<file path="src/rtl/evl_pkg.sv">
package evl_pkg;

   // implemented bits of the exception-status latch: 7 write-inhibit,
   // 6 command error, 5 control parity error, 0 internal parity error
   localparam logic [7:0] EXC_LATCH_BITS = 8'hE1;
   // exception mask: bit 7 is never implemented
   localparam logic [7:0] EXC_MASK_BITS  = 8'h61;

   function automatic int unsigned latch_off(input int unsigned g);
      return 2 * g;
   endfunction

   function automatic int unsigned mask_off(input int unsigned g);
      return 2 * g + 1;
   endfunction

   function automatic int unsigned cmp_off(input int unsigned n);
      return 2 * n;
   endfunction

   function automatic int unsigned sum_off(input int unsigned n);
      return 2 * n + 1;
   endfunction

   function automatic int unsigned imask_off(input int unsigned n);
      return 2 * n + 2;
   endfunction

endpackage

</file>
<file path="src/rtl/evl_cond_latch.sv">
module evl_cond_latch #(
   parameter int         W       = 8,
   parameter logic [W-1:0] IMPL  = '1
) (
   input  logic         clk,
   input  logic         rst_n,
   input  logic [W-1:0] set_i,
   input  logic         wr_i,
   input  logic [W-1:0] wdata_i,
   input  logic [W-1:0] cmp_i,
   output logic [W-1:0] q_o
);

   for (genvar b = 0; b < W; b++) begin : g_bit
      if (IMPL[b]) begin : g_impl
         logic bit_q;
         always_ff @(posedge clk or negedge rst_n) begin
            if (!rst_n)
               bit_q <= 1'b0;
            else if (set_i[b])
               bit_q <= 1'b1;
            else if (wr_i && (cmp_i[b] == bit_q))
               bit_q <= wdata_i[b];
         end
         assign q_o[b] = bit_q;
      end else begin : g_rsvd
         assign q_o[b] = 1'b0;
      end
   end


   set_wins_chk: assert property (@(posedge clk) disable iff (!rst_n)
      (set_i & IMPL) != '0 |=> ((q_o & $past(set_i & IMPL)) == $past(set_i & IMPL)));


   idle_hold_chk: assert property (@(posedge clk) disable iff (!rst_n)
      (!wr_i && set_i == '0) |=> $stable(q_o));


   mismatch_keep_chk: assert property (@(posedge clk) disable iff (!rst_n)
      wr_i |=> ((q_o ^ $past(q_o)) & $past(cmp_i ^ q_o) & ~$past(set_i)) == '0);

endmodule

</file>
<file path="src/rtl/evl_mask_reg.sv">
module evl_mask_reg #(
   parameter int           W    = 8,
   parameter logic [W-1:0] IMPL = '1
) (
   input  logic         clk,
   input  logic         rst_n,
   input  logic         wr_i,
   input  logic [W-1:0] wdata_i,
   output logic [W-1:0] q_o
);

   logic [W-1:0] store_q;

   always_ff @(posedge clk or negedge rst_n) begin
      if (!rst_n)
         store_q <= '0;
      else if (wr_i)
         store_q <= wdata_i & IMPL;
   end

   assign q_o = store_q;


   mask_load_chk: assert property (@(posedge clk) disable iff (!rst_n)
      wr_i |=> q_o == ($past(wdata_i) & IMPL));

endmodule

</file>
<file path="src/rtl/evl_irq_sum.sv">
module evl_irq_sum #(
   parameter int N_GRP = 4,
   parameter int W     = 8
) (
   input  logic               clk,
   input  logic               rst_n,
   input  logic [N_GRP*W-1:0] latch_i,
   input  logic [N_GRP*W-1:0] mask_i,
   input  logic [N_GRP-1:0]   imask_i,
   output logic [N_GRP-1:0]   summary_o,
   output logic               irq_o
);

   for (genvar g = 0; g < N_GRP; g++) begin : g_sum
      assign summary_o[g] = |(latch_i[g*W +: W] & mask_i[g*W +: W]);
   end

   logic irq_q;

   always_ff @(posedge clk or negedge rst_n) begin
      if (!rst_n)
         irq_q <= 1'b0;
      else
         irq_q <= |(summary_o & imask_i);
   end

   assign irq_o = irq_q;


   irq_rise_chk: assert property (@(posedge clk) disable iff (!rst_n)
      (summary_o & imask_i) != '0 |=> irq_o);


   irq_quiet_chk: assert property (@(posedge clk) disable iff (!rst_n)
      (summary_o & imask_i) == '0 |=> !irq_o);

endmodule

</file>
<file path="src/rtl/evl_bank.sv">
module evl_bank
   import evl_pkg::*;
#(
   parameter int  N_GRP   = 4,
   parameter int  W       = 8,
   parameter bit  EXC_EN  = 1'b1,
   parameter int  EXC_GRP = N_GRP - 1,
   localparam int AW      = $clog2(2 * N_GRP + 3)
) (
   input  logic               clk,
   input  logic               rst_n,
   input  logic [N_GRP*W-1:0] evt_i,
   input  logic               wr_en_i,
   input  logic [AW-1:0]      addr_i,
   input  logic [W-1:0]       wdata_i,
   output logic [W-1:0]       rdata_o,
   output logic               irq_o
);

   localparam logic [W-1:0] EXC_LAT_V = W'(EXC_LATCH_BITS);
   localparam logic [W-1:0] EXC_MSK_V = W'(EXC_MASK_BITS);
   localparam logic [AW-1:0] CMP_A  = AW'(cmp_off(N_GRP));
   localparam logic [AW-1:0] SUM_A  = AW'(sum_off(N_GRP));
   localparam logic [AW-1:0] IMSK_A = AW'(imask_off(N_GRP));

   // elaboration checks
   if (N_GRP < 1) begin : g_err_n
      $error("evl_bank: N_GRP must be at least 1");
   end
   if (N_GRP > W) begin : g_err_sum
      $error("evl_bank: summary must fit in one data word (N_GRP <= W)");
   end
   if (EXC_EN && (W < 8)) begin : g_err_w
      $error("evl_bank: exception group needs W >= 8");
   end
   if (EXC_EN && (EXC_GRP < 0 || EXC_GRP >= N_GRP)) begin : g_err_exc
      $error("evl_bank: EXC_GRP out of range");
   end

   // write decode
   logic [N_GRP-1:0] lat_we, msk_we;
   logic             cmp_we, imsk_we;

   always_comb begin
      for (int g = 0; g < N_GRP; g++) begin
         lat_we[g] = wr_en_i && (addr_i == AW'(latch_off(g)));
         msk_we[g] = wr_en_i && (addr_i == AW'(mask_off(g)));
      end
      cmp_we  = wr_en_i && (addr_i == CMP_A);
      imsk_we = wr_en_i && (addr_i == IMSK_A);
   end

   // shared registers
   logic [W-1:0]     cmp_q;
   logic [N_GRP-1:0] imsk_q;

   always_ff @(posedge clk or negedge rst_n) begin
      if (!rst_n) begin
         cmp_q  <= '0;
         imsk_q <= '0;
      end else begin
         if (cmp_we)
            cmp_q <= wdata_i;
         if (imsk_we)
            imsk_q <= wdata_i[N_GRP-1:0];
      end
   end


   cmp_load_chk: assert property (@(posedge clk) disable iff (!rst_n)
      cmp_we |=> cmp_q == $past(wdata_i));

   // groups
   logic [N_GRP*W-1:0] lat_flat, msk_flat;

   for (genvar g = 0; g < N_GRP; g++) begin : g_grp
      if (EXC_EN && g == EXC_GRP) begin : g_exc
         evl_cond_latch #(.W(W), .IMPL(EXC_LAT_V)) u_lat (
            .clk(clk), .rst_n(rst_n), .set_i(evt_i[g*W +: W]),
            .wr_i(lat_we[g]), .wdata_i(wdata_i), .cmp_i(cmp_q),
            .q_o(lat_flat[g*W +: W]));
         evl_mask_reg #(.W(W), .IMPL(EXC_MSK_V)) u_msk (
            .clk(clk), .rst_n(rst_n), .wr_i(msk_we[g]),
            .wdata_i(wdata_i), .q_o(msk_flat[g*W +: W]));
      end else begin : g_std
         evl_cond_latch #(.W(W), .IMPL({W{1'b1}})) u_lat (
            .clk(clk), .rst_n(rst_n), .set_i(evt_i[g*W +: W]),
            .wr_i(lat_we[g]), .wdata_i(wdata_i), .cmp_i(cmp_q),
            .q_o(lat_flat[g*W +: W]));
         evl_mask_reg #(.W(W), .IMPL({W{1'b1}})) u_msk (
            .clk(clk), .rst_n(rst_n), .wr_i(msk_we[g]),
            .wdata_i(wdata_i), .q_o(msk_flat[g*W +: W]));
      end
   end

   // summary and interrupt
   logic [N_GRP-1:0] summary;

   evl_irq_sum #(.N_GRP(N_GRP), .W(W)) u_sum (
      .clk(clk), .rst_n(rst_n), .latch_i(lat_flat), .mask_i(msk_flat),
      .imask_i(imsk_q), .summary_o(summary), .irq_o(irq_o));

   // read mux
   always_comb begin
      rdata_o = '0;
      for (int g = 0; g < N_GRP; g++) begin
         if (addr_i == AW'(latch_off(g)))
            rdata_o = lat_flat[g*W +: W];
         if (addr_i == AW'(mask_off(g)))
            rdata_o = msk_flat[g*W +: W];
      end
      if (addr_i == CMP_A)
         rdata_o = cmp_q;
      if (addr_i == SUM_A)
         rdata_o = W'(summary);
      if (addr_i == IMSK_A)
         rdata_o = W'(imsk_q);
   end

endmodule

</file>
<file path="config.mk">
export PLATFORM = sky130hd
export DESIGN_NAME = evl_bank
export DESIGN_NICKNAME = d
export VERILOG_FILES = /design/src/rtl/evl_pkg.sv /design/src/rtl/evl_cond_latch.sv /design/src/rtl/evl_mask_reg.sv /design/src/rtl/evl_irq_sum.sv /design/src/rtl/evl_bank.sv
export SDC_FILE = /design/constraint.sdc
export NUM_CORES = 1
export LEC_CHECK = 0
export BUFFER_PORTS_ARGS = -buffer_cell sky130_fd_sc_hd__buf_2
export CORE_ASPECT_RATIO = 0.6
export CORE_UTILIZATION = 55
export CTS_BUF_LIST = sky130_fd_sc_hd__clkbuf_16
export CTS_CLUSTER_DIAMETER = 30
export CTS_CLUSTER_SIZE = 28
export DETAILED_ROUTE_END_ITERATION = 16
export PLACE_DENSITY = 0.77
export SLEW_MARGIN = 15
export SYNTH_ARGS = -nofsm -noshare
export SYNTH_HDL_FRONTEND = slang
export SYNTH_SLANG_ARGS = --single-unit
</file>
<file path="constraint.sdc">
create_clock -name clk -period 2.2 [get_ports clk]
set_input_delay 0.44 -clock clk [delete_from_list [all_inputs] [get_ports clk]]
set_output_delay 0.44 -clock clk [all_outputs]
set_load 0.02 [all_outputs]
</file>
==> results.sh, run 1 <==
export IMPL_r2r_cells=5
export IMPL_fill_cells=496
export IMPL_power_per_cell_area_nw_per_um2=784.9
export IMPL_rows=23
export IMPL_fin_util_pct=71.25
export IMPL_setup_viol=2
export IMPL_highest_layer="met4"
export IMPL_final_setup_skew_ps=3.529
export IMPL_ctsLongestPathBuffers=2
export IMPL_crit_path_end_kind="output pin"
export IMPL_final_common_cell="dfrtp_1"
export IMPL_ys_ff_latch=68
export IMPL_final_area_sq_um=4757
export IMPL_max_slew_margin_rel_pct=67.65
export IMPL_arrival_ps=1780
export IMPL_cts_tree="yes"
export IMPL_pin_count=56
export IMPL_period_share_pct=101.0
export IMPL_fin_nets=514
export IMPL_grtUsageTotal_pct=32.60
export IMPL_layout_common_cells="dfrtp_1 (68), a21oi_1 (64), buf_2 (47)"
export IMPL_start_util_pct=57.14
export IMPL_cts_hold_buf=0
export IMPL_hold_viol_final=0
export IMPL_dp_hpwl_mm=7.837
export IMPL_start_kind="register"
export IMPL_path_clk_slew_ps=60
export IMPL_grt_ovfl_total=0
export IMPL_synth_cells=388
export IMPL_r2r_setup_slack_ps=610
export IMPL_drtPass1Iterations=7
export IMPL_layout_setup_ws_ps=-22.68
export IMPL_rsz0062_at_grt="true"
export IMPL_critPathKind="register to output pin"
export IMPL_drc=0
export IMPL_drive_gt1_share_pct=35.81
export IMPL_timing_fmax_ghz=0.4499
export IMPL_port_buffers=51
export IMPL_instances_no_fill=559
export IMPL_hold_path_class="primary input to asynchronous set/reset pin"
export IMPL_p_leak_nw=1.964
export IMPL_cp_max_fo=3
export IMPL_cts_sinks=68
export IMPL_status="complete, but fails checks"
export IMPL_multi_input_area_sq_um=2029
export IMPL_core_area_sq_um=6676
export IMPL_failed_checks="negative setup slack"
export IMPL_max_vdd_ir_drop_v=0.0006217
export IMPL_n_antenna_cell=0
export IMPL_post_drt_wl_per_cell_um=19.89
export IMPL_vias_per_cell=6.225
export IMPL_drt_wl_total_mm=11.12
export IMPL_ys_warn_count=0
export IMPL_wl_met3_mm=1.208
export IMPL_first_global_vias=3217
export IMPL_synth_avg_cell_area_sq_um=9.832
export IMPL_antenna_found_initial=0
export IMPL_drtIter0Drc=342
export IMPL_wl_met1_mm=4.941
export IMPL_synth_cell_type_count=43
export IMPL_r2r_start="g_grp[0].g_std.u_msk.q_o[5]"
export IMPL_ant_nets=0
export IMPL_grt_max_degree=69
export IMPL_syn2layout_area_growth_pct=24.70
export IMPL_synth_area_sq_um=3815
export IMPL_tightest_slew_ps=484.1
export IMPL_route_met2_wl_mm=4.831
export IMPL_chipWidth_um=109.5
export IMPL_synth_fp_nets=435
export IMPL_dieArea_sq_um=7284
export IMPL_num_vias=3480
export IMPL_place_area_sq_um=4363
export IMPL_period_minus_slack_ps=2223
export IMPL_numCtsBuffers=9
export IMPL_dp_cells=536
export IMPL_cts_root_buf="clkbuf_16"
export IMPL_htreeDepth=3
export IMPL_maxCapViolations=0
export IMPL_worstPathRequired_ps=1760
export IMPL_slew_viol_final=0
export IMPL_die_y_um=66.51
export IMPL_seq_area_sq_um=1702
export IMPL_rr_endpoint="u_sum.irq_o"
export IMPL_grt_pass1_wl_mm=16.74
export IMPL_insertion_delay_ps=340
export IMPL_seq_area_frac_synth_pct=44.60
export IMPL_gp_congestion=0.9181
## power breakdown
| part | internal [mW] | total, mW | switching, mW |
|---|---|---|---|
| sequential | 1.43 | 1.64 | 0.204 |
| clock | 0.860 | 1.40 | 0.544 |
| combinational | 0.353 | 0.692 | 0.339 |
## registers in the layout (all words and copies together), names as in the netlist
name,flops
g_grp.g_exc.u_lat.g_bit.g_impl.bit_q,4
imsk_q,4
g_grp.g_std.u_lat.g_bit.g_impl.bit_q,24
g_grp.g_std.u_msk.q_o,24
g_grp.g_exc.u_msk.q_o,3
u_sum.irq_o,1
cmp_q,8
## layer usage
| layer | vias to the layer above | global-route usage, % |
|---|---|---|
| li1 | 1598 | - |
| met1 | 1702 | 43.44 |
| met2 | 164 | 48.43 |
| met3 | 16 | 12.52 |
| met4 | 0 | 11.33 |
| met5 | - | 0 |
## cell families (layout without fill, tap and decap cells)
family | count (synthesis) | in the layout | share of synthesized area (%)
muxes | 47 | 47 | 15.12
and+or+nand+nor | 97 | 97 | 14.43
DFF | 68 | 68 | 44.60
AOI/OAI and AO/OA | 146 | 146 | 22.11
buffers and inverters | 30 | 114 | 3.739
## how the worst max path moves through the flow
stage                                                       endpoint                                       start  cells after the start  slack, ps
after floorplan                                           rdata_o[5]                                   addr_i[2]                      5        -10
after global placement                                    rdata_o[1]                                   addr_i[0]                      6        -50
after detailed placement  g_grp[2].g_std.u_lat.g_bit[0].g_impl.bit_q                                   addr_i[2]                      7        -70
after CTS                                                 rdata_o[5]                 g_grp[0].g_std.u_msk.q_o[5]                      5        -60
after global routing                                      rdata_o[5]                 g_grp[0].g_std.u_msk.q_o[5]                      5       -130
final                                                     rdata_o[3]  g_grp[1].g_std.u_lat.g_bit[3].g_impl.bit_q                      4        -20
## final cells by class
class                   count  area share (%)
flip-flops and latches     68           35.77
clock inverters             7           1.262
repair buffers             93           12.89
inverters                   5          0.3945
well taps                  87           2.288
multi-input cells         290           42.66
clock buffers               9           4.734
## through the flow
stage | worst slack, ps | hold slack (ps) | power [mW] | TNS (ps)
after floorplan | -12.35 | 144.4 | 2.013 | -12.35
after global placement | -45.11 | 485.7 | 2.264 | -128.4
after detailed placement | -70.43 | 487.5 | 2.295 | -500.7
after CTS | -57.88 | 134.6 | 3.705 | -72.05
after global routing | -133.8 | 151.6 | 3.863 | -213.9
final | -22.68 | 102.1 | 3.734 | -44.43
## worst max-delay path: stages, from the launching register on
cell      delay, ps
dfrtp_1         400
mux4_2          530
a221oi_2        270
nand2_1          80
buf_2           160
## Yosys cell counts (all sizes together)
library cell | instances | area share (%)
nor3 | 6 | 1.0
o32ai | 1 | 0.23
o21a | 1 | 0.20
o221ai | 2 | 0.46
nand4 | 4 | 0.66
a31oi | 3 | 0.49
a21o | 1 | 0.20
dfrtp | 68 | 45
inv | 5 | 0.49
a221oi | 2 | 0.46
a211oi | 1 | 0.20
mux2 | 35 | 10
o211ai | 3 | 0.59
nor4 | 1 | 0.56
nand4b | 1 | 0.23
a22oi | 12 | 2.4
a2111oi | 1 | 0.39
buf | 12 | 2.0
a221o | 2 | 0.52
mux4 | 5 | 3.0
a222oi | 2 | 0.52
and3 | 2 | 0.33
nor2 | 10 | 1.0
a32oi | 1 | 0.23
o22ai | 3 | 0.49
or2 | 28 | 4.6
a22o | 2 | 0.46
o21ai | 44 | 5.8
and2 | 1 | 0.16
nand2 | 21 | 2.1
and3b | 1 | 0.23
nand2b | 9 | 1.5
nand3 | 5 | 0.66
nor2b | 6 | 0.98
nand3b | 2 | 0.39
clkbuf | 13 | 1.3
a21oi | 65 | 8.5
mux2i | 7 | 1.8
## timing repair
| action | CTS | global route |
|---|---|---|
| buffers inserted | 3 | 4 |
| pin swaps | 4 | 5 |
| endpoints found under the setup margin | 4 | 6 |
| gates resized for setup | 6 | 10 |
| cloned | 0 | 0 |
No activity file was read; power rests on OpenSTA's default activity.
==> inputs of run 2 (changes only) <==
--- a/config.mk
+++ b/config.mk
@@ -13,6 +13,7 @@
 export CTS_CLUSTER_SIZE = 28
 export DETAILED_ROUTE_END_ITERATION = 16
 export PLACE_DENSITY = 0.77
+export SETUP_SLACK_MARGIN = 0.15
 export SLEW_MARGIN = 15
 export SYNTH_ARGS = -nofsm -noshare
 export SYNTH_HDL_FRONTEND = slang
==> run 2 against run 1 <==
Compared with the run above:
- die area is the same
- sequential share of layout area shrank 1.1 points
- clock-buffer cell count is the same
- combinational power grew 8.1%
- design area grew 3.3%
- first-iteration DRC count grew 0.29%
- non-clock buffer count grew 4
- the run still ends with negative setup slack left
- critical path type unchanged
- highest routed layer unchanged
==> results.sh, run 2 (synthesized netlist as in run 1, its figures left out) <==
export IMPL_insertion_delay_ps=340
export IMPL_period_share_pct=101.5
export IMPL_seq_area_sq_um=1702
export IMPL_grt_pass1_wl_mm=17.83
export IMPL_setup_viol=3
export IMPL_drtIter0Drc=343
export IMPL_maxCapViolations=0
export IMPL_start_kind="register"
export IMPL_ctsLongestPathBuffers=2
export IMPL_power_per_cell_area_nw_per_um2=798.0
export IMPL_layout_setup_ws_ps=-32.47
export IMPL_final_setup_skew_ps=7.483
export IMPL_path_clk_slew_ps=60
export IMPL_antenna_found_initial=0
export IMPL_cts_tree="yes"
export IMPL_post_drt_wl_per_cell_um=20.11
export IMPL_final_area_sq_um=4915
export IMPL_dpl_worst_slack_ps=-69.95
export IMPL_final_common_cell="dfrtp_1"
export IMPL_grt_max_degree=45
export IMPL_drt_wl_total_mm=11.32
export IMPL_failed_checks="negative setup slack"
export IMPL_tightest_slew_ps=570.7
export IMPL_hold_viol_final=0
export IMPL_rsz0062_at_grt="true"
export IMPL_cts_root_buf="clkbuf_16"
export IMPL_n_antenna_cell=0
export IMPL_dieArea_sq_um=7284
export IMPL_syn2layout_area_growth_pct=28.83
export IMPL_crit_start="g_grp[0].g_std.u_msk.q_o[5]"
export IMPL_core_area_sq_um=6676
export IMPL_slew_viol_final=0
export IMPL_rr_endpoint="u_sum.irq_o"
export IMPL_timing_fmax_ghz=0.4479
export IMPL_place_area_sq_um=4380
export IMPL_period_minus_slack_ps=2232
export IMPL_num_vias=3580
export IMPL_htreeDepth=3
export IMPL_port_buffers=51
export IMPL_cp_endpoint="rdata_o[5]"
export IMPL_cp_max_fo=2
export IMPL_setup_tns_ps=-69.31
export IMPL_r2r_start="g_grp[0].g_std.u_msk.q_o[5]"
export IMPL_pin_count=56
export IMPL_chipWidth_um=109.5
export IMPL_p_leak_nw=2.025
export IMPL_drive_gt1_share_pct=37.82
export IMPL_worstPathRequired_ps=1760
export IMPL_hold_path_class="primary input to register"
export IMPL_fin_nets=518
export IMPL_critPathKind="register to output pin"
export IMPL_cts_sinks=68
export IMPL_drc=0
export IMPL_max_vdd_ir_drop_v=0.0006230
export IMPL_r2r_setup_slack_ps=30
export IMPL_fin_total_pwr_mw=3.922
export IMPL_r2r_cells=10
export IMPL_drtPass1Iterations=5
export IMPL_vias_per_cell=6.359
export IMPL_fin_util_pct=73.61
export IMPL_status="complete, but fails checks"
export IMPL_ant_nets=0
export IMPL_dp_hpwl_mm=8.074
export IMPL_fill_cells=498
export IMPL_start_util_pct=57.14
export IMPL_die_y_um=66.51
export IMPL_rows=23
export IMPL_arrival_ps=1790
export IMPL_first_global_vias=3408
export IMPL_grtUsageTotal_pct=34.01
export IMPL_grt_ovfl_total=0
export IMPL_max_slew_margin_rel_pct=61.95
export IMPL_gp_congestion=0.9211
export IMPL_multi_input_area_sq_um=2058
export IMPL_crit_path_end_kind="output pin"
export IMPL_layout_common_cells="dfrtp_1 (68), a21oi_1 (63), buf_4 (44)"
export IMPL_numCtsBuffers=9
-- run 2: metrics by stage --
step | hold slack, ps | cells
final | 278.9 | 563
after global routing | 283.0 | 563
after CTS | 278.2 | 561
after detailed placement | 246.3 | 535
after global placement | 244.8 | 535
after floorplan | 144.4 | 388
-- run 2: metal layers --
metal  part of all wire, %  global-route usage, %  wire length [um]  up-vias
li1                      -                      -                 -     1609
met1                    45                  48.52              5062     1779
met2                    44                  49.45              4956      172
met3                   9.8                  10.67              1115       20
met4                   1.7                  9.833               189        0
met5                     0                      0                 0        -
-- run 2: what timing repair did --
item,CTS,global route
hold buffers,1,0
resized for setup,25,9
endpoints found under the hold margin,1,0
endpoints found under the setup margin,8,9
setup buffers,9,2
pin swaps,14,5
-- run 2: critical path: stages, from the launching register on --
cell	delay, ps
dfrtp_1	400
nand2b_4	70
a2111oi_4	310
o32ai_2	120
a222oi_1	320
buf_2	230
-- run 2: worst min path at each step --
stage,startpoint,endpoint,slack [ps],depth (start not counted)
after floorplan,rst_n,cmp_q[0],140,0
after global placement,rst_n,g_grp[2].g_std.u_lat.g_bit[1].g_impl.bit_q,240,1
after detailed placement,rst_n,g_grp[2].g_std.u_lat.g_bit[1].g_impl.bit_q,250,1
after CTS,evt_i[9],g_grp[1].g_std.u_lat.g_bit[1].g_impl.bit_q,280,2
after global routing,evt_i[9],g_grp[1].g_std.u_lat.g_bit[1].g_impl.bit_q,280,2
final,evt_i[23],g_grp[2].g_std.u_lat.g_bit[7].g_impl.bit_q,280,2
-- run 2: power by group --
part / internal (mW) / switching [mW]
clock network: 0.987 / 0.559
registers: 1.43 / 0.194
logic: 0.386 / 0.362
-- run 2: layout make-up --
cell class                      count  share of cell area, %
Clock buffer                        9                  4.582
Multi-Input combinational cell    290                  41.88
Sequential cell                    68                  34.62
Inverter                            5                 0.3819
Tap cell                           87                  2.215
Clock inverter                      7                  1.884
Timing Repair Buffer               97                  14.43
==> inputs of run 3 (changes only) <==
--- a/config.mk
+++ b/config.mk
@@ -6,7 +6,7 @@
 export NUM_CORES = 1
 export LEC_CHECK = 0
 export BUFFER_PORTS_ARGS = -buffer_cell sky130_fd_sc_hd__buf_2
-export CORE_ASPECT_RATIO = 0.6
+export CORE_ASPECT_RATIO = 0.5
 export CORE_UTILIZATION = 55
 export CTS_BUF_LIST = sky130_fd_sc_hd__clkbuf_16
 export CTS_CLUSTER_DIAMETER = 30
==> run 3 against run 2 <==
Compared with the run above:
- the flow still finishes with violations (negative setup slack)
- maximum frequency is 2.6% lower
- sequential share of layout area shrank 0.27 points
- clock-buffer cell count is the same
- final cell count is 1.6% higher
- non-clock buffer count increased by 5
- largest cell class unchanged
==> results.sh, run 3 (synthesized netlist as in run 1, its figures left out) <==
export IMPL_status="complete, but fails checks"
export IMPL_failed_checks="negative setup slack"
export IMPL_final_common_cell="dfrtp_1"
export IMPL_layout_setup_ws_ps=-93.02
export IMPL_instances_no_fill=572
export IMPL_port_buffers=51
export IMPL_rsz0062_at_grt="true"
export IMPL_route_met2_wl_mm=5.766
export IMPL_hold_slack_ps=157.4
export IMPL_core_area_sq_um=6700
export IMPL_dp_cells=540
export IMPL_grtUsageTotal_pct=34.50
export IMPL_worstPathRequired_ps=1760
export IMPL_highest_layer="met4"
export IMPL_numCtsBuffers=9
export IMPL_arrival_ps=1850
export IMPL_pin_count=56
export IMPL_start_kind="register"
export IMPL_drc=0
export IMPL_wl_met1_mm=5.010
export IMPL_rr_endpoint="u_sum.irq_o"
export IMPL_r2r_start="g_grp[0].g_std.u_msk.q_o[5]"
export IMPL_insertion_delay_ps=350
export IMPL_setup_viol=3
export IMPL_antenna_found_initial=0
export IMPL_hold_viol_final=0
export IMPL_hold_path_class="primary input to asynchronous set/reset pin"
export IMPL_post_drt_wl_per_cell_um=22.12
export IMPL_max_vdd_ir_drop_v=0.0004393
export IMPL_critPathKind="register to output pin"
export IMPL_num_vias=3836
export IMPL_chipWidth_um=119.8
export IMPL_timing_fmax_ghz=0.4361
export IMPL_cp_max_fo=2
export IMPL_fin_util_pct=74.04
export IMPL_gp_congestion=0.9770
export IMPL_drtIter0Drc=493
export IMPL_p_leak_nw=2.046
export IMPL_r2r_setup_slack_ps=560
export IMPL_drt_wl_total_mm=12.65
export IMPL_period_share_pct=104.2
export IMPL_grt_max_degree=28
export IMPL_fin_total_pwr_mw=3.855
export IMPL_cts_sinks=68
export IMPL_cts_tree="yes"
export IMPL_rows=21
export IMPL_path_clk_slew_ps=60
export IMPL_crit_path_end_kind="output pin"
export IMPL_power_per_cell_area_nw_per_um2=777.1
export IMPL_htreeDepth=3
export IMPL_ant_nets=0
export IMPL_max_slew_margin_rel_pct=48.06
export IMPL_grt_pass1_wl_mm=18.30
export IMPL_r2r_cells=6
export IMPL_vias_per_cell=6.706
export IMPL_crit_start="g_grp[0].g_std.u_msk.q_o[5]"
export IMPL_wl_met3_mm=1.490
export IMPL_final_setup_skew_ps=9.621
export IMPL_cts_hold_buf=0
export IMPL_layout_common_cells="dfrtp_1 (66), a21oi_1 (61), buf_4 (50)"
export IMPL_syn2layout_area_growth_pct=30.04
export IMPL_n_antenna_cell=0
export IMPL_dp_hpwl_mm=7.993
export IMPL_drive_gt1_share_pct=41.67
export IMPL_tightest_slew_ps=774.8
export IMPL_cts_root_buf="clkbuf_16"
export IMPL_period_minus_slack_ps=2293
export IMPL_first_global_vias=3520
export IMPL_start_util_pct=56.94
export IMPL_dieArea_sq_um=7293
export IMPL_die_y_um=60.89
export IMPL_maxCapViolations=0
export IMPL_fin_nets=523
export IMPL_ctsLongestPathBuffers=2
export IMPL_grt_ovfl_total=0
export IMPL_drtPass1Iterations=5
export IMPL_slew_viol_final=0
export IMPL_dpl_worst_slack_ps=-113.7
run 3: cell type report:
cell class	instances	area [sq um]
Multi-Input combinational cell	290	2123
Sequential cell	68	1704
Inverter	5	18.77
Clock inverter	6	57.56
Fill cell	440	1739
Timing Repair Buffer	102	716.9
Clock buffer	9	225.2
Tap cell	92	115.1
run 3: worst max path at each step:
stage	endpoint	slack, ps	cells after the start
floorplan	rdata_o[5]	-10	5
global placement	rdata_o[5]	-110	6
detailed placement	rdata_o[5]	-110	6
CTS	rdata_o[5]	-100	5
global route	rdata_o[5]	-190	5
finish	rdata_o[5]	-90	5
run 3: per-stage QoR:
| stage | instance area (sq um) | TNS (ps) |
|---|---|---|
| floorplan | 3854 | -12.35 |
| global placement | 4362 | -338.5 |
| detailed placement | 4362 | -460.5 |
| CTS | 4822 | -132.0 |
| global route | 4961 | -404.1 |
| finish | 4961 | -170.4 |
run 3: layer usage:
metal | vias to the layer above | global-route usage, %
met5 | - | 0
li1 | 1606 | -
met2 | 266 | 53.59
met3 | 43 | 11.00
met4 | 0 | 17.32
met1 | 1921 | 44.64
run 3: what timing repair did:
action                     4_1_cts  5_1_grt
resized for setup               27       21
pin swaps                       16        8
setup buffers                   11        6
setup endpoints to repair        8        8
run 3: critical path, cell delays in order (launching register included):
cell and delay [ps]:
dfrtp_2 390, nand2b_4 70, a2111oi_4 310, o32ai_2 140, a222oi_1 360, buf_2 250
run 3: power breakdown:
part           total [mW]  switching [mW]  internal, mW
logic               0.793           0.390         0.403
registers            1.66           0.221          1.43
clock network        1.41           0.545         0.862
total                3.86            1.16          2.70
